`config.mk`:
```
export PLATFORM = sky130hd
export DESIGN_NAME = rstctl_top
export DESIGN_NICKNAME = d
export VERILOG_FILES = /design/src/rtl/rstctl_pkg.sv /design/src/rtl/rstctl_cause.sv /design/src/rtl/rstctl_cfg.sv /design/src/rtl/rstctl_seq.sv /design/src/rtl/rstctl_top.sv
export SDC_FILE = /design/constraint.sdc
export NUM_CORES = 1
export LEC_CHECK = 0
export BUFFER_PORTS_ARGS = -buffer_cell sky130_fd_sc_hd__buf_2
export CORE_MARGIN = 2
export CORE_UTILIZATION = 35
export DETAILED_ROUTE_END_ITERATION = 8
export PLACE_DENSITY_LB_ADDON = 0.2
export SLEW_MARGIN = 20
export SYNTH_ARGS = -nofsm -noshare
export SYNTH_HDL_FRONTEND = slang
export SYNTH_SLANG_ARGS = --single-unit
```
`constraint.sdc`:
```
create_clock -name clk -period 1.25 [get_ports clk]
set_clock_uncertainty 0.15 [all_clocks]
set_input_delay 0.1875 -clock clk [delete_from_list [all_inputs] [get_ports clk]]
set_output_delay 0.1875 -clock clk [all_outputs]
set_load 0.01 [all_outputs]
```
`src/rtl/rstctl_pkg.sv`:
```
// Package: shared types and constants for the reset cause and configuration
// controller. Assumes an 8-bit vector offset within a page.
package rstctl_pkg;

    // Recorded reset cause, ordered by priority (first = highest).
    typedef enum logic [1:0] {
        CAUSE_EXT = 2'd0,
        CAUSE_CLK = 2'd1,
        CAUSE_WDT = 2'd2
    } cause_e;

    // Release sequence phase.
    typedef enum logic [2:0] {
        PH_HOLD = 3'd0,
        PH_HI   = 3'd1,
        PH_LO   = 3'd2,
        PH_DONE = 3'd3,
        PH_RUN  = 3'd4
    } phase_e;

    localparam int OFS_W = 8;

    // Even vector offset for a given cause.
    function automatic logic [OFS_W-1:0] cause_offset(cause_e c);
        case (c)
            CAUSE_EXT: return 8'hFE;
            CAUSE_CLK: return 8'hFC;
            default:   return 8'hFA;
        endcase
    endfunction

endpackage

```
`src/rtl/rstctl_cause.sv`:
```
// Module: rstctl_cause
// Merges the reset sources into one request and records the winning cause
// and the operating mode at each request.
// Assumes: all inputs synchronous to clk; wdt_en_i comes from a register.
module rstctl_cause
    import rstctl_pkg::*;
(
    input  logic   clk,
    input  logic   rst_n,
    input  logic   mode_special_i,
    input  logic   clkmon_fail_i,
    input  logic   wdt_timeout_i,
    input  logic   wdt_en_i,
    output logic   req_o,
    output cause_e cause_o,
    output logic   special_o
);

    cause_e cause_nxt;
    logic   wdt_hit;

    // Gate the watchdog source and resolve priority among active sources.
    always_comb begin
        wdt_hit = wdt_timeout_i & wdt_en_i;
        req_o   = !rst_n || clkmon_fail_i || wdt_hit;
        if (clkmon_fail_i) begin
            cause_nxt = CAUSE_CLK;
        end else begin
            cause_nxt = CAUSE_WDT;
        end
    end

    // Record cause and latch mode on every reset request.
    always_ff @(posedge clk) begin
        if (!rst_n) begin
            cause_o   <= CAUSE_EXT;
            special_o <= mode_special_i;
        end else if (req_o) begin
            cause_o   <= cause_nxt;
            special_o <= mode_special_i;
        end
    end

endmodule

```
`src/rtl/rstctl_cfg.sv`:
```
// Module: rstctl_cfg
// Configuration register holding the watchdog-disable and ROM-enable bits.
// The disable bit is write-once in normal mode and free in special mode.
// Assumes: req_i covers the pin reset; hold_i is high while the CPU is in reset.
module rstctl_cfg #(
    parameter int DATA_W    = 8,
    parameter int DIS_BIT   = 2,
    parameter int ROM_BIT   = 1,
    parameter bit ROM_RESET = 1'b1
) (
    input  logic              clk,
    input  logic              req_i,
    input  logic              mode_i,
    input  logic              special_q_i,
    input  logic              hold_i,
    input  logic              we_i,
    input  logic [DATA_W-1:0] wdata_i,
    output logic [DATA_W-1:0] rdata_o,
    output logic              wdt_en_o
);

    logic dis_q;
    logic rom_q;
    logic lock_q;
    logic wr_ok;
    logic dis_wr_ok;

    // Decide whether a write is taken and whether it may touch the disable bit.
    always_comb begin
        wr_ok     = we_i && !hold_i;
        dis_wr_ok = wr_ok && (special_q_i || !lock_q);
    end

    // Register update: reset values on a request, otherwise gated writes.
    always_ff @(posedge clk) begin
        if (req_i) begin
            dis_q  <= mode_i;
            rom_q  <= ROM_RESET;
            lock_q <= 1'b0;
        end else begin
            if (dis_wr_ok) begin
                dis_q <= wdata_i[DIS_BIT];
            end
            if (wr_ok) begin
                rom_q <= wdata_i[ROM_BIT];
            end
            if (wr_ok && !special_q_i) begin
                lock_q <= 1'b1;
            end
        end
    end

    // Build the read value; unimplemented bits read zero.
    always_comb begin
        rdata_o          = '0;
        rdata_o[DIS_BIT] = dis_q;
        rdata_o[ROM_BIT] = rom_q;
        wdt_en_o         = !dis_q;
    end

endmodule

```
`src/rtl/rstctl_seq.sv`:
```
// Module: rstctl_seq
// Release sequencer: holds the CPU in reset, then presents the even and odd
// vector addresses and a done strobe, forcing the CPU mask bits meanwhile.
// Assumes: cause_i and special_i are stable from the cycle after a request.
module rstctl_seq
    import rstctl_pkg::*;
#(
    parameter int          ADDR_W    = 16,
    parameter logic [7:0]  NORM_PAGE = 8'hFF,
    parameter logic [7:0]  SPEC_PAGE = 8'hBF
) (
    input  logic              clk,
    input  logic              req_i,
    input  cause_e            cause_i,
    input  logic              special_i,
    output logic              cpu_rst_o,
    output logic              fetch_o,
    output logic [ADDR_W-1:0] addr_o,
    output logic              done_o,
    output logic              mask_o
);

    localparam int PAGE_W = ADDR_W - OFS_W;

    phase_e            phase_q;
    logic [PAGE_W-1:0] page;
    logic [OFS_W-1:0]  ofs;

    // Advance the release phase; any request restarts from hold.
    always_ff @(posedge clk) begin
        if (req_i) begin
            phase_q <= PH_HOLD;
        end else begin
            case (phase_q)
                PH_HOLD: phase_q <= PH_HI;
                PH_HI:   phase_q <= PH_LO;
                PH_LO:   phase_q <= PH_DONE;
                default: phase_q <= PH_RUN;
            endcase
        end
    end

    // Form the vector address from mode page and cause offset.
    always_comb begin
        page    = special_i ? PAGE_W'(SPEC_PAGE) : PAGE_W'(NORM_PAGE);
        ofs     = cause_offset(cause_i);
        ofs[0]  = (phase_q == PH_LO);
        addr_o  = {page, ofs};
    end

    // Decode phase into CPU-facing strobes.
    always_comb begin
        cpu_rst_o = (phase_q == PH_HOLD);
        fetch_o   = (phase_q == PH_HI) || (phase_q == PH_LO);
        done_o    = (phase_q == PH_DONE);
        mask_o    = fetch_o || done_o;
    end

endmodule

```
`src/rtl/rstctl_top.sv`:
```
// Module: rstctl_top
// Reset cause and configuration controller top: ties cause capture,
// configuration register and release sequencer together.
// Assumes: rst_n is a synchronous active-low power-on / pin reset.
module rstctl_top
    import rstctl_pkg::*;
#(
    parameter int         ADDR_W    = 16,
    parameter int         DATA_W    = 8,
    parameter logic [7:0] NORM_PAGE = 8'hFF,
    parameter logic [7:0] SPEC_PAGE = 8'hBF
) (
    input  logic              clk,
    input  logic              rst_n,
    input  logic              mode_special_i,
    input  logic              clkmon_fail_i,
    input  logic              wdt_timeout_i,
    input  logic              cfg_we_i,
    input  logic [DATA_W-1:0] cfg_wdata_i,
    output logic [DATA_W-1:0] cfg_rdata_o,
    output logic              wdt_en_o,
    output logic              cpu_rst_o,
    output logic              vec_fetch_o,
    output logic [ADDR_W-1:0] vec_addr_o,
    output logic              vec_done_o,
    output logic              mask_set_o
);

    logic   req;
    cause_e cause;
    logic   special_q;

    rstctl_cause u_cause (
        .clk            (clk),
        .rst_n          (rst_n),
        .mode_special_i (mode_special_i),
        .clkmon_fail_i  (clkmon_fail_i),
        .wdt_timeout_i  (wdt_timeout_i),
        .wdt_en_i       (wdt_en_o),
        .req_o          (req),
        .cause_o        (cause),
        .special_o      (special_q)
    );

    rstctl_cfg #(
        .DATA_W (DATA_W)
    ) u_cfg (
        .clk         (clk),
        .req_i       (req),
        .mode_i      (mode_special_i),
        .special_q_i (special_q),
        .hold_i      (cpu_rst_o),
        .we_i        (cfg_we_i),
        .wdata_i     (cfg_wdata_i),
        .rdata_o     (cfg_rdata_o),
        .wdt_en_o    (wdt_en_o)
    );

    rstctl_seq #(
        .ADDR_W    (ADDR_W),
        .NORM_PAGE (NORM_PAGE),
        .SPEC_PAGE (SPEC_PAGE)
    ) u_seq (
        .clk       (clk),
        .req_i     (req),
        .cause_i   (cause),
        .special_i (special_q),
        .cpu_rst_o (cpu_rst_o),
        .fetch_o   (vec_fetch_o),
        .addr_o    (vec_addr_o),
        .done_o    (vec_done_o),
        .mask_o    (mask_set_o)
    );

endmodule

```
==> flow_summary.json, run 1 <==
{
  "status": "complete, but fails checks",
  "failed_checks": "negative setup slack",
  "slew_violations": 0,
  "cts_sinks": 9,
  "rsz0062_at_grt": "true",
  "min_period_ps": 1364,
  "min_period_over_period": 1.091,
  "arrival_ps": 1030,
  "synthTopCellsByCount": "buf_4 (20), dfxtp_1 (7), nor2_1 (6)",
  "required_ps": 910,
  "synth_area_per_cell_um2": 8.951,
  "clock.fmax_mhz": 733.1,
  "cts_made_buffers": 3,
  "peakVddDrop_uv": 372.7,
  "core-area_mm2": 0.001524,
  "synthArstFlopShare": 0,
  "synth_area_um2": 581.8,
  "ys_types": 24,
  "ys_ff_latch": 9,
  "critical_path_class": "flip-flop to primary output",
  "p_total_uw": 710.3,
  "wl_um": 922,
  "cp_max_fo": 5,
  "synth_flop_cell": "dfxtp_1",
  "drc": 0,
  "setup_violations": 9,
  "gr-total-overflow": 0,
  "dieArea_mm2": 0.002004,
  "setup.worst_path.end_class": "primary output",
  "routedWlPerCell_um": 8.382,
  "hp-class": "primary input to flip-flop",
  "vias": 433,
  "root_buffer": "clkbuf_4",
  "netlist_instances": 65,
  "antenna_found_initial": 0,
  "fp-row-count": 14,
  "cellPowerDensity_mw_per_mm2": 909.7,
  "synth_top_area_share": 0.2581,
  "clock_latency_ps": 250,
  "drive_above_1_share": 0.4787,
  "portBuffers": 18,
  "gp_congestion": 0.6824,
  "synth.most_common_cell": "buf_4",
  "cts_buffer_depth": 2,
  "area_delta_synth_final_pct": 34.19,
  "dpl_worst_slack_ps": -73.88,
  "ys_seq_area_frac": 0.3441,
  "nets": 109,
  "yosysWarnings": 0,
  "critPathLaunchType": "flip-flop",
  "hold_viol": 0,
  "leakage_uw": 0.0003997,
  "path_clk_slew_ps": 60,
  "via_per_inst": 3.936,
  "path_delay_family": "flip-flops",
  "drtIter0Drc": 6,
  "grt_pass1_vias": 360,
  "yosys-top-cells-area": "buf_4 (26%), dfxtp_1 (24%), edfxtp_1 (10%)",
  "initial_utilization": 0.3818,
  "num_antenna_cells": 0,
  "track_usage": 0.09975,
  "cts_tree": "done",
  "path_cells": "buf_6 > nor3_2 > buf_2",
  "grt_max_degree": 8,
  "die_h_um": 44.77,
  "antenna_left": 0,
  "dp.final_hpwl_um": 720.3,
  "slowest_delay_ps": 360,
  "drtPass1Iterations": 4,
  "synth-edff-count": 2,
  "cp_num_buf_inv": 2,
  "die_w_um": 44.77,
  "slowest_stage": "dfxtp_4",
  "cap_viol_max_count": 0,
  "num_io_pins": 43,
  "cts.htree.levels": 1,
  "grt_pass1_wl_um": 1421,
  "yosys.area.top_type": "buf_4",
  "setup_slack_ps": -114.0
}
per-layer routing:
layer,routed length [µm],vias up,part of all wire,GRT usage
met5,0,-,0,0
met1,410,188,0.44,0.1266
met3,97,0,0.11,0.02800
li1,-,222,-,-
met4,0,0,0,0.07059
met2,414,23,0.45,0.1449
state kept, by name, indices dropped and copies added, names as in the netlist:
register	count
u_cfg.rom_q	1
u_cfg.dis_q	1
u_cause.special_o	1
u_cfg.lock_q	1
u_cause.cause_o	2
u_seq.phase_q	3
path summary, 6_finish.rpt:
check	depth (start not counted)	from	slack, ps	end
setup / recovery	3	u_seq.phase_q[0]	-110	cpu_rst_o
setup reg to reg	4	u_cfg.dis_q	-80	u_cfg.dis_q
hold / removal	3	clkmon_fail_i	60	u_cause.cause_o[0]
hold reg to reg	1	u_seq.phase_q[0]	310	u_seq.phase_q[0]
tightest hold or removal path: stages:
cell,delay [ps]
buf_2,90
a21oi_1,40
nor2b_1,110
where the power goes:
| part | internal (µW) | switching [µW] |
|---|---|---|
| Combinational | 84.4 | 85.9 |
| Sequential | 307 | 10.6 |
| Clock | 123 | 99.3 |
| Total | 514 | 196 |
kinds of logic (layout without fill, tap and decap cells):
family / Yosys count / count (layout) / synth area share
buf+inv: 27 / 40 / 0.3204
xor+xnor: 1 / 1 / 0.01506
simple gates: 17 / 17 / 0.1484
compound gates: 7 / 7 / 0.1161
other cells: 2 / 18 / 0.01291
mux: 2 / 2 / 0.04300
flops: 9 / 9 / 0.3441
cells in the final DEF, fill, tap and decap left out, types with 2 or more instances in the layout:
cell type	count
conb_1	18
buf_2	16
buf_6	8
buf_4	6
nor2_1	5
nand2_1	4
dfxtp_1	4
a21oi_1	3
clkbuf_4	3
dfxtp_4	3
inv_1	2
inv_2	2
nor3_1	2
dlygate4sd3_1	2
edfxtp_1	2
cell type report:
class | instances | area, µm²
well taps | 16 | 20.02
clock buffers | 4 | 26.28
fillers | 162 | 743.2
repair buffers | 32 | 235.2
multi-input cells | 45 | 272.8
flip-flops and latches | 9 | 211.5
inverters | 4 | 15.01
through the flow:
stage | utilization | hold WS [ps] | setup TNS (ps) | std cells | area [µm²]
3_3_place_gp | 0.4154 | 239.6 | -65.68 | 99 | 633.1
3_5_place_dp | 0.4154 | 234.5 | -73.88 | 99 | 633.1
6_report | 0.5123 | 58.70 | -619.7 | 110 | 780.7
4_1_cts | 0.4901 | 54.36 | -791.7 | 108 | 747.0
2_1_floorplan | - | 136.4 | -99.53 | 81 | 641.9
5_1_grt | 0.5123 | 63.10 | -1152 | 110 | 780.7
what timing repair did:
action / in CTS / in global routing
buffers inserted: 3 / 2
resized for setup: 14 / 4
endpoints found under the hold margin: 2 / 0
cloned: 0 / 0
pin swaps: 4 / 2
hold buffers: 2 / 0
setup endpoints to repair: 8 / 11
(Power assumes the default switching activity.)
==> run 2, diff against run 1 <==
Settings changed: CORE_UTILIZATION 35 to 38, TNS_END_PERCENT set to 10.
Clock period 1.25 ns to 1.4 ns, I/O delays scaled along.
==> run 2 against run 1 <==
  * Sequential power is 9.1% lower
  * Largest cell class unchanged
  * Register-to-register slack better by 160 ps
  * Non-clock buffer count is 10 lower
  * The run now ends clean
  * Clock power is 12% lower
  * Flip-flop and latch count stayed put
  * Sequential share of layout area is 4.4 points higher
  * Count of clock-buffer cells in the layout stayed put
  * Hold slack worse by 35 ps
  * Worst setup slack better by 160 ps
  * Largest power group unchanged
  * Global-route usage is 0.28 points higher
  * Via count is 9.9% lower
  * Design area is 15% lower
==> flow_summary.json, run 2 (same netlist as run 1, synthesis figures left out) <==
{
  "status": "completed",
  "drc": 0,
  "via_per_inst": 3.900,
  "drtIter0Drc": 5,
  "cts_sinks": 9,
  "die_h_um": 43.13,
  "routedWlPerCell_um": 8.750,
  "setup_violations": 0,
  "setup.worst_path.end_class": "primary output",
  "arrival_ps": 1000,
  "num_io_pins": 43,
  "initial_utilization": 0.3954,
  "die_w_um": 43.13,
  "cts.htree.levels": 1,
  "gp_congestion": 0.6813,
  "cellPowerDensity_mw_per_mm2": 905.4,
  "nets": 99,
  "setup_slack_ps": 44.28,
  "drive_above_1_share": 0.4167,
  "rsz0062_at_grt": "true",
  "gr-total-overflow": 0,
  "area_delta_synth_final_pct": 14.19,
  "path_cells": "buf_6 > nor3b_2 > buf_2",
  "fill_cells": 165,
  "core-area_mm2": 0.001471,
  "cp_max_fo": 8,
  "dp.final_hpwl_um": 663.8,
  "portBuffers": 18,
  "dieArea_mm2": 0.001860,
  "placedCellCount": 95,
  "dpl_worst_slack_ps": 60.50,
  "largest_reg_flops": 3,
  "antenna_found_initial": 0,
  "clock_latency_ps": 250,
  "root_buffer": "clkbuf_4",
  "hold_viol": 0,
  "cp_num_buf_inv": 2,
  "antenna_left": 0,
  "critical_path_class": "flip-flop to primary output",
  "grt_max_degree": 9,
  "cts_tree": "done",
  "grt_pass1_wl_um": 1352,
  "vias": 390,
  "path_clk_slew_ps": 60,
  "postCtsSetupBuffers": 0,
  "hp-class": "primary input to flip-flop",
  "slowest_delay_ps": 340,
  "drtPass1Iterations": 2,
  "cts_buffer_depth": 2,
  "fp-row-count": 14,
  "num_antenna_cells": 0,
  "min_period_over_period": 0.9684,
  "grt_pass1_vias": 337,
  "clock.fmax_mhz": 737.6,
  "final_cell_mix": "conb_1 (18), buf_2 (18), nor2_1 (6), nand2_1 (4), dfxtp_1 (4)",
  "required_ps": 1040,
  "top_regs": "u_seq.phase_q: 3 flops, u_cause.cause_o: 2 flops",
  "peakVddDrop_uv": 396.9,
  "cap_viol_max_count": 0,
  "min_period_ps": 1356,
  "slew_violations": 0,
  "leakage_uw": 0.0003376,
  "cts_made_buffers": 3,
  "regMostFlops": "u_seq.phase_q",
  "fin_cells": 100,
  "critPathLaunchType": "flip-flop",
  "wl_um": 875,
  "path_delay_family": "flip-flops",
  "slowest_stage": "dfxtp_2",
  "p_total_uw": 601.5,
  "track_usage": 0.1025
}
-- run 2: worst reg2reg max path, delay by kind of cell (launching register included) --
family | cells | cell delay, ps
compound gates | 1 | 150
flops | 1 | 370
mux | 1 | 290
buf+inv | 2 | 120
-- run 2: cell type report --
type	count	area, µm²	area share
multi-input cells	45	267.8	0.4030
flip-flops and latches	9	209.0	0.3145
repair buffers	22	126.4	0.1902
clock buffers	4	26.28	0.03955
well taps	16	20.02	0.03013
inverters	4	15.01	0.02260
-- run 2: path summary, 6_finish.rpt --
path	startpoint	endpoint	slack, ps	cells after the start
max	u_seq.phase_q[2]	vec_addr_o[0]	40	3
min reg2reg	u_cfg.lock_q	u_cfg.lock_q	320	1
min	cfg_wdata_i[1]	u_cfg.rom_q	20	3
max reg2reg	u_cfg.dis_q	u_cfg.dis_q	80	4
-- run 2: power breakdown --
part           internal, µW  switching [µW]  leakage [µW]
Combinational          50.1            66.7      0.000243
Sequential              276            12.5     0.0000797
Clock                   110            86.5     0.0000150
Total                   436             166      0.000338
-- run 2: what timing repair did --
item	4_1_cts	5_1_grt
hold buffers	1	0
setup endpoints to repair	4	5
endpoints found under the hold margin	1	0
pin swaps	0	1
resized for setup	6	2
-- run 2: metal layers --
| metal | up-vias | share of wire | track usage |
|---|---|---|---|
| met3 | 2 | 0.099 | 0.02128 |
| met1 | 165 | 0.45 | 0.1166 |
| met4 | 0 | 0.014 | 0.1091 |
| met5 | - | 0 | 0 |
| li1 | 202 | - | - |
| met2 | 21 | 0.44 | 0.1493 |
-- run 2: per-stage QoR --
stage	setup TNS, ps	hold slack, ps	util	cell area, µm²
floorplan	0	158.9	-	641.9
global placement	0	265.1	0.4099	603.1
detailed placement	0	262.5	0.4099	603.1
CTS	0	16.46	0.4473	658.1
global route	-37.35	42.86	0.4515	664.4
finish	0	23.79	0.4515	664.4
==> run 3, diff against run 2 <==
Settings changed: CORE_MARGIN 2 to 1.5.
==> run 3 against run 2 <==
  * Flip-flop and latch count is the same
  * Count of clock-buffer cells in the layout down 1
  * Clock power up 2%
  * Cell count did not move
  * Sequential power barely moved
  * First-iteration DRC count grew 40%
  * Combinational power increased by 5%
  * Critical path type unchanged
  * Largest power group unchanged
  * Highest routed layer unchanged
==> flow_summary.json, run 3 (same netlist as run 1, synthesis figures left out) <==
{
  "status": "completed",
  "drtPass1Iterations": 2,
  "gr-total-overflow": 0,
  "clock_latency_ps": 250,
  "portBuffers": 18,
  "critPathLaunchType": "flip-flop",
  "num_antenna_cells": 0,
  "cp_max_fo": 8,
  "cts.htree.levels": 1,
  "core-area_mm2": 0.001366,
  "startpoint": "u_seq.phase_q[2]",
  "p_int_uw": 435.7,
  "leakage_uw": 0.0003472,
  "min_period_ps": 1376,
  "critical_path_class": "flip-flop to primary output",
  "clock.fmax_mhz": 726.6,
  "dieArea_mm2": 0.001775,
  "rsz0062_at_grt": "true",
  "root_buffer": "clkbuf_4",
  "cts_sinks": 9,
  "wl_um": 881,
  "min_period_over_period": 0.9830,
  "cellPowerDensity_mw_per_mm2": 897.4,
  "track_usage": 0.1060,
  "p_total_uw": 613.0,
  "cts_made_buffers": 3,
  "via_per_inst": 4.050,
  "grt_max_degree": 9,
  "arrival_ps": 1020,
  "dp.final_hpwl_um": 654.8,
  "grt_pass1_wl_um": 1345,
  "required_ps": 1040,
  "nets": 100,
  "final_area_um2": 683.2,
  "peakVddDrop_uv": 485.7,
  "grt_pass1_vias": 330,
  "swShare": 0.2893,
  "final_cell_mix": "conb_1 (18), buf_2 (18), nor2_1 (6), nand2_1 (4), dfxtp_1 (4)",
  "gp_congestion": 0.6754,
  "switchingPower_uw": 177.4,
  "r2r-start": "u_cfg.dis_q",
  "vias": 405,
  "drc": 0,
  "path_clk_slew_ps": 70,
  "antenna_found_initial": 0,
  "tns_ps": 0,
  "drive_above_1_share": 0.4353,
  "num_io_pins": 43,
  "die_h_um": 42.13,
  "top_regs": "u_seq.phase_q: 3 flops, u_cause.cause_o: 2 flops",
  "setup_violations": 0,
  "regMostFlops": "u_seq.phase_q",
  "worstHoldStart": "cfg_wdata_i[1]",
  "largest_reg_flops": 3,
  "cts_buffer_depth": 2,
  "fp-row-count": 13,
  "holdWs_ps": 15.71,
  "clkPwrFrac": 0.326,
  "antenna_left": 0,
  "dpl-instance-area_um2": 601.8,
  "slew_violations": 0,
  "die_w_um": 42.13,
  "hp-class": "primary input to flip-flop",
  "comb_power_share": 0.201,
  "fill_cells": 138,
  "area_delta_synth_final_pct": 17.42,
  "pwr-share-seq": 0.473,
  "initial_utilization": 0.4258,
  "cap_viol_max_count": 0,
  "final_util": 0.5000,
  "routedWlPerCell_um": 8.810,
  "setup.worst_path.end_class": "primary output",
  "cts_tree": "done",
  "hold_viol": 0,
  "drtIter0Drc": 7
}
-- run 3: changes by cell type in the layout (fill, tap and decap cells not counted), sizes merged --
cell and delta:
clkinv +1, buf +1, clkbuf -1
-- run 3: final cells by class --
class	instances	area [µm²]	share of cell area
Inverter	4	15.01	0.02198
Sequential cell	9	209.0	0.3059
Tap cell	15	18.77	0.02747
Clock inverter	1	5.005	0.007326
Multi-Input combinational cell	45	279.0	0.4084
Clock buffer	3	22.52	0.03297
Timing Repair Buffer	23	133.9	0.1960
-- run 3: power by group through the flow --
stage | Sequential, µW | Clock [µW] | Combinational (µW)
2_1_floorplan | 288 | 0 | 124
6_report | 290 | 200 | 123
3_3_place_gp | 295 | 0 | 111
3_5_place_dp | 295 | 0 | 113
4_1_cts | 290 | 209 | 117
5_1_grt | 291 | 221 | 134
-- run 3: path summary, 6_finish.rpt --
| check | cells past startpoint | slack [ps] | end |
|---|---|---|---|
| setup / recovery | 3 | 20 | vec_addr_o[0] |
| hold / removal | 3 | 20 | u_cfg.rom_q |
| setup reg to reg | 4 | 60 | u_cfg.dis_q |
| hold reg to reg | 2 | 320 | u_cfg.rom_q |
-- run 3: critical path, stage by stage, from the launching register on --
cell,delay (ps)
dfxtp_2,340
buf_6,130
nor3b_2,140
buf_2,150
-- run 3: per-stage QoR --
| step | setup slack, ps | cells |
|---|---|---|
| floorplan | 41.01 | 81 |
| global placement | 57.48 | 94 |
| detailed placement | 48.54 | 94 |
| CTS | 16.98 | 99 |
| global route | -50.27 | 100 |
| finish | 23.81 | 100 |
-- run 3: per-layer routing --
layer / track usage / vias to the layer above / wire (µm)
li1: - / 205 / -
met1: 0.1155 / 177 / 389
met2: 0.1594 / 21 / 406
met3: 0.03879 / 2 / 64
met4: 0.09375 / 0 / 21
met5: 0 / - / 0
-- run 3: timing repair --
action | in CTS | in global routing
endpoints found under the hold margin | 1 | 0
buffers inserted | 0 | 1
hold buffers | 1 | 0
setup endpoints to repair | 4 | 2
gates resized for setup | 7 | 2
pin swaps | 0 | 1
